File: config.mk
export PLATFORM = sky130hd
export DESIGN_NAME = odd_down_counter
export DESIGN_NICKNAME = d
export VERILOG_FILES = /design/src/rtl/odc_pkg.sv /design/src/rtl/odc_next.sv /design/src/rtl/odc_state.sv /design/src/rtl/odc_seg.sv /design/src/rtl/odd_down_counter.sv
export SDC_FILE = /design/constraint.sdc
export NUM_CORES = 1
export LEC_CHECK = 0
export ABC_AREA = 1
export BUFFER_PORTS_ARGS = -buffer_cell sky130_fd_sc_hd__buf_2
export CAP_MARGIN = 10
export CORE_AREA = 5 5 42 44
export DETAILED_ROUTE_END_ITERATION = 7
export DIE_AREA = 0 0 47 49
export PLACE_DENSITY_LB_ADDON = 0.2
export SLEW_MARGIN = 15
export SYNTH_ARGS = -nofsm -noshare
export SYNTH_HDL_FRONTEND = slang
export SYNTH_SLANG_ARGS = --single-unit
File: constraint.sdc
create_clock -name clk -period 2.8 [get_ports clk]
set_input_delay 0.14 -clock clk [delete_from_list [all_inputs] [get_ports clk]]
set_output_delay 0.14 -clock clk [all_outputs]
set_load 0.02 [all_outputs]
File: src/rtl/odc_pkg.sv
package odc_pkg;

    localparam int DIGIT_W = 4;
    localparam int SEG_W   = 7;

    typedef logic [DIGIT_W-1:0] digit_t;

    // Segment lines, a in the MSB down to g in the LSB, active high.
    typedef struct packed {
        logic a;
        logic b;
        logic c;
        logic d;
        logic e;
        logic f;
        logic g;
    } seg_t;

    // Control inputs as sampled at one edge.
    typedef struct packed {
        logic rst;
        logic en;
        logic mode;
    } ctl_t;

    // A value is part of the sequence if it is 0 or odd and not above the top.
    function automatic logic in_sequence(digit_t v, digit_t top);
        return (v == '0) || (v[0] && (v <= top));
    endfunction

    // Successor along the sequence. Terminal and odd-bottom states are decoded
    // directly, so each jump is one edge.
    function automatic digit_t successor(digit_t v, digit_t top);
        digit_t nx;
        if (!in_sequence(v, top))
            nx = top;
        else if (v == '0)
            nx = top;
        else if (v == digit_t'(1))
            nx = '0;
        else
            nx = v - digit_t'(2);
        return nx;
    endfunction

    function automatic seg_t encode_digit(digit_t v);
        seg_t s;
        unique case (v)
            digit_t'(0): s = 7'b1111110;
            digit_t'(1): s = 7'b0110000;
            digit_t'(3): s = 7'b1111001;
            digit_t'(5): s = 7'b1011011;
            digit_t'(7): s = 7'b1110000;
            digit_t'(9): s = 7'b1111011;
            default:     s = '0;
        endcase
        return s;
    endfunction

endpackage

File: src/rtl/odc_next.sv
module odc_next
    import odc_pkg::*;
#(
    parameter int TOP_VAL = 9,
    parameter int ALT_VAL = 5
) (
    input  ctl_t   ctl,
    input  digit_t cur,
    output digit_t nxt
);
    localparam digit_t TOP = digit_t'(TOP_VAL);
    localparam digit_t ALT = digit_t'(ALT_VAL);

    digit_t start_val;

    always_comb begin
        start_val = ctl.mode ? ALT : TOP;
        if (ctl.rst)
            nxt = start_val;
        else if (ctl.en)
            nxt = successor(cur, TOP);
        else
            nxt = cur;
    end
endmodule

File: src/rtl/odc_state.sv
module odc_state
    import odc_pkg::*;
(
    input  logic   clk,
    input  digit_t nxt,
    output digit_t cur
);
    always_ff @(posedge clk) begin
        cur <= nxt;
    end
endmodule

File: src/rtl/odc_seg.sv
module odc_seg
    import odc_pkg::*;
(
    input  digit_t            val,
    output logic [SEG_W-1:0]  seg
);
    seg_t pattern;

    always_comb begin
        pattern = encode_digit(val);
        seg     = pattern;
    end
endmodule

File: src/rtl/odd_down_counter.sv
module odd_down_counter
    import odc_pkg::*;
#(
    parameter int TOP_VAL = 9,
    parameter int ALT_VAL = 5
) (
    input  logic             clk,
    input  logic             rst,
    input  logic             en,
    input  logic             mode,
    output logic [DIGIT_W-1:0] bcd,
    output logic [SEG_W-1:0]   seg
);
    ctl_t   ctl;
    digit_t cur;
    digit_t nxt;

    always_comb begin
        ctl.rst  = rst;
        ctl.en   = en;
        ctl.mode = mode;
    end

    odc_next #(
        .TOP_VAL(TOP_VAL),
        .ALT_VAL(ALT_VAL)
    ) u_next (
        .ctl (ctl),
        .cur (cur),
        .nxt (nxt)
    );

    odc_state u_state (
        .clk (clk),
        .nxt (nxt),
        .cur (cur)
    );

    odc_seg u_seg (
        .val (cur),
        .seg (seg)
    );

    assign bcd = cur;
endmodule

# == After elaboration in Yosys (flattened, before gate mapping) ==
# Index checks and enable logic that the tools add are counted.
# classes
bitwise_logic,0
reduce_logical,4
n_mux,7
n_addsub,1
div_mod_pow,0
mul,0
shift,0
n_eq_ne,5
order_cmp,1
# op_table
op,count
$pmux 7 s6,1
$mux 4,6
$eq 4x3->1 const B,2
$eq 4x1->1 const B,1
$eq 4x2->1 const B,1
$eq 4x4->1 const B,1
$le 4x4->1 const B,1
$logic_not 4->1,1
$sub 4x2->4 const B,1
$reduce_bool 2->1,1
$logic_and 1x1->1,1
$logic_or 1x1->1,1
# totals
mem_bits_ro,0
ramBits,0
n_memories,0
elab_cells,19
latch_bits,0
register_bits,4
out_inout_bits,11

# == Logic depth before layout (Yosys ltp) ==
# depth
depth_word,6
ltp_mapped,9
mapped_depth_nobuf,9

# == Modules after synthesis ==
# A second synthesis with hierarchy kept.
# unflattened
hier_cells,63
area_unflattened_um2,345.3
# modules_own_cells
mod,area_each_um2,n_inst,cells_each,seq_area_each_um2
odc_next,153.9,1,32,0.0
odc_seg,111.4,1,27,0.0
odc_state,80.1,1,4,80.1

# == Worst setup path after synthesis ==
# No wires, ideal clock.
# synth_path
path_type,register to register
startpoint,register u_state.cur[1]
endpoint,register u_state.cur[3] (data pin)
stages_incl_launch_ff,9
path_buffers,0
setup_ns,0.252
path_slack_ns,1.423
period_less_slack_ns,1.377
t_arrival_ns,1.125
path_cell_list,edfxtp_1 inv_1 ha_1 nand2_1 nand2_1 nand2_1 inv_1 nor2_1 nor2_1
# synth_between
elab_chain_len,6
# synth_rtl
item,line,rtl
start: declaration,odc_state.sv:6,output digit_t cur
start signal: assignment,odc_state.sv:9,cur <= nxt;
$sub 4x2->4 (tied with other cells),odc_pkg.sv:42,nx = v - digit_t'(2);
$mux 4 / $logic_and 1x1->1 (equally long branches),"odc_pkg.sv:39, odc_pkg.sv:28",
$mux 4 / $logic_or 1x1->1 (equally long branches),"odc_pkg.sv:37, odc_pkg.sv:28",
$mux 4 *,odc_pkg.sv:35,"if (!in_sequence(v, top))"
$mux 4 *,odc_next.sv:20,else if (ctl.en)
$mux 4 *,odc_next.sv:18,if (ctl.rst)
named net nxt[3],odd_down_counter.sv:16,digit_t nxt;
# Mark *: on every way through the listed nets, which the timed path passes. The rest lies on a longest branch. The select of a mux whose other input is x is not followed.
# A chain may end at the register's enable or synchronous reset.

# == Worst setup path after layout ==
# layout_path
startpoint,register u_state.cur[1]
endpoint,output port seg[6]
# layout_between
elab_chain_len,2
# layout_rtl
item,line,rtl
$eq 4x4->1 (tied with other cells),odc_pkg.sv:48,unique case (v)
$pmux 7 s6 *,odc_pkg.sv:48,
end: declaration,odd_down_counter.sv:12,output logic [SEG_W-1:0] seg
# Mark *: on every way between the ends. The rest lies on a longest branch, timed or not.

==> run_results.csv <==
group,metric,value,unit
timing,worstMarginPinSlew,0.2863,ns
route,viasPerCell,4.417,
synth,avgSynthCellArea,6.722,µm²
pwr,vdd.ir_drop.worst,0.2123,mV
pwr,power_density,680.9,mW/mm²
route,ant_nets,0,
timing,fin_ws,1.260,ns
place,post-place-ws,1.403,ns
synth,synth_most_common_cell,"nand2_1",
critical_path,rrSetupSlack,1.43,ns
critical_path,arrival,1.40,ns
timing,setup_tns,0,ns
die,start_util,24.46,%
die,die_area,0.002303,mm²
timing,period_share,54.99,%
route,drt_pass1_iterations,4,
clock_network,clk_pin_slew,0.03,ns
synth,synth_top_cell_area_share,35.04,%
final_layout,largest_register_ffs,4,
clock_network,clk_latency,0.23,ns
route,wl,773,µm
critical_path,critical-path-slowest-cell,"edfxtp_1",
die,die_x,47,µm
global_routing,grt.total_usage,7.562,%
worst_hold_path,hp-class,"in -> reg",
clock_network,hold_buffers,0,
synth,synth_nets,56,
final_layout,finalNetCount,75,
global_routing,overflow,0,
synth,synth.cells.most_frequent,"nand2_1 (12), inv_1 (11), nand3_1 (7)",
critical_path,worstPathRequired,2.66,ns
worst_hold_path,min_from,"mode",
timing,hold_viol,0,
place,place.gp.congestion,0.7278,
synth,syn_area,342.8,µm²
clock_network,clk_path_buf_depth,2,
clock_network,numClockSinks,4,
critical_path,path_cells,"nor2_2 > nand2_1 > nand3_2 > nand2_1 > inv_1 > buf_2",
final_layout,final_area,455.4,µm²
critical_path,critical_path_class,"reg -> out",
worst_hold_path,holdPathStages,3,
die,core_region_area,0.001401,mm²
final_layout,insertedDiodeCount,0,
critical_path,reg2reg_from,"u_state.cur[1]$_SDFFCE_PP0P_",
critical_path,end_kind,"output pin",
final_layout,drive_above_1_share,35.29,%
critical_path,ff2ff_path_depth,9,
synth,synth_cell_types,14,
route,drtIter0Drc,4,
final_layout,max_flop_register,"u_state.cur",
final_layout,syn_to_final_growth,32.85,%
run_status,status,"completed",
final_layout,seqCellArea,120.1,µm²
final_layout,fillers,168,
clock_network,post_cts_buffers,0,
synth,ys.flop_type,"edfxtp_1",
synth,postSynthCellCount,51,
critical_path,cp-start-kind,"register",
synth,ys_top_cells_by_area,"edfxtp_1 (35%), nand2_1 (13%), inv_1 (12%)",
worst_hold_path,min_to,"u_state.cur[2]$_DFFE_PP_",
timing,relSlewSlack,80.91,%
flow_run,drv_cap,0,
place,dp.cells,81,
final_layout,multi_input_area,177.7,µm²
final_layout,top_regs,"u_state.cur: 4 flops",
place,io_buffers,14,
route,drc,0,
critical_path,cp_common_cell,"nand2_1",
timing,max_freq,649.5,MHz
synth,ys_async_sr_fraction,0,%
global_routing,grt_max_degree,9,
critical_path,slowest_delay,0.50,ns
clock_network,numCtsBuffers,3,
route,vias,371,
clock_network,cts_tree,"done",
clock_network,ctsHtreeMaxLevel,1,
timing,finalClockSkew,0.005964,ns
place,hpwl,656.4,µm
route,wl_per_cell,9.202,µm
critical_path,crit_buf_inv,2,
synth,yosys_warnings,0,
global_routing,antenna_found_initial,0,
die,dieHeight,49,µm
final_layout,stdcell_count,84,
critical_path,crit_fanout,8,
place,placed_area,432.9,µm²
die,fp-row-count,14,
global_routing,grt_pass1_wl,1.311,mm
synth,synth_area_leader_cell,"edfxtp_1",
timing,setup_viol,0,
timing,rsz0062_at_grt,"false",
pwr,finalPower,310.1,µW
timing,fin_crit,1.540,ns
synth,synth-seq-area-share,35.04,%
die,ios,15,
global_routing,grt_pass1_vias,352,
synth,synth_edf_count,4,
clock_network,postCtsResizedCells,0,
critical_path,critical-path-top-delay-family,"flip-flops",
critical_path,r2r-end,"u_state.cur[3]$_DFFE_PP_",
clock_network,root_buffer,"clkbuf_4",
synth,synth_seq_cells,4,
pwr,leakage,0.0002741,µW
timing,slew_viol_final,0,
power breakdown:
part | switching [µW] | total, µW | leakage [µW] | internal, µW
sequential | 15.2 | 93.0 | 0.0000401 | 77.8
combinational | 97.7 | 148 | 0.000220 | 50.1
clock | 21.6 | 69.3 | 0.0000138 | 47.8
total | 134 | 310 | 0.000274 | 176
cells in the final DEF, fill, tap and decap left out:
cell type and instances:
buf_2 14, nand2_1 12, inv_1 11, nand3_1 7, nor2_1 5, edfxtp_1 4
nand2_2 3, clkbuf_4 3, nor2_2 2, nand4_1 1, nand3_2 1, inv_2 1
nand3b_1 1, o21ai_0 1, a31oi_1 1, ha_1 1
how the worst max path moves through the flow:
stage / to / from / slack [ns] / depth (start not counted)
6_report: seg[6] / u_state.cur[1]$_SDFFCE_PP0P_ / 1.26 / 6
5_1_grt: seg[6] / u_state.cur[1]$_SDFFCE_PP0P_ / 1.14 / 6
4_1_cts: seg[6] / u_state.cur[1]$_SDFFCE_PP0P_ / 1.24 / 6
3_5_place_dp: u_state.cur[3]$_DFFE_PP_ / u_state.cur[1]$_SDFFCE_PP0P_ / 1.40 / 9
3_3_place_gp: u_state.cur[3]$_DFFE_PP_ / u_state.cur[1]$_SDFFCE_PP0P_ / 1.42 / 9
2_1_floorplan: u_state.cur[3]$_DFFE_PP_ / u_state.cur[1]$_SDFFCE_PP0P_ / 1.42 / 8
final cells by class:
type                            instances  share of cell area [%]
Inverter                               12                   9.890
Tap cell                               16                   4.396
Timing Repair Buffer                   14                   15.38
Multi-Input combinational cell         35                   39.01
Sequential cell                         4                   26.37
Clock buffer                            3                   4.945
tightest hold or removal path, cell delays in order:
cell	delay, ns
buf_2	0.07
nand2_1	0.05
nand2_1	0.06
metrics by stage:
step                util [%]  hold WS [ns]
floorplan                  -        0.3401
global placement       30.89        0.4469
detailed placement     30.89        0.4406
CTS                    32.50        0.2018
global route           32.50        0.2198
finish                 32.50        0.2057
layer usage:
metal / vias to the layer above / share of wire (%) / track usage (%)
met1: 165 / 45 / 8.444
met4: 0 / 0 / 2.765
li1: 197 / - / -
met2: 9 / 48 / 12.67
met3: 0 / 7.2 / 2.583
met5: - / 0 / 0
logic make-up after synthesis:
logic type	count (synthesis)	share of synthesized area, %
compound gates	2	3.284
simple gates	32	44.89
buf+inv	12	13.14
flops	4	35.04
fa+ha+maj	1	3.649
(Power assumes the default switching activity.)
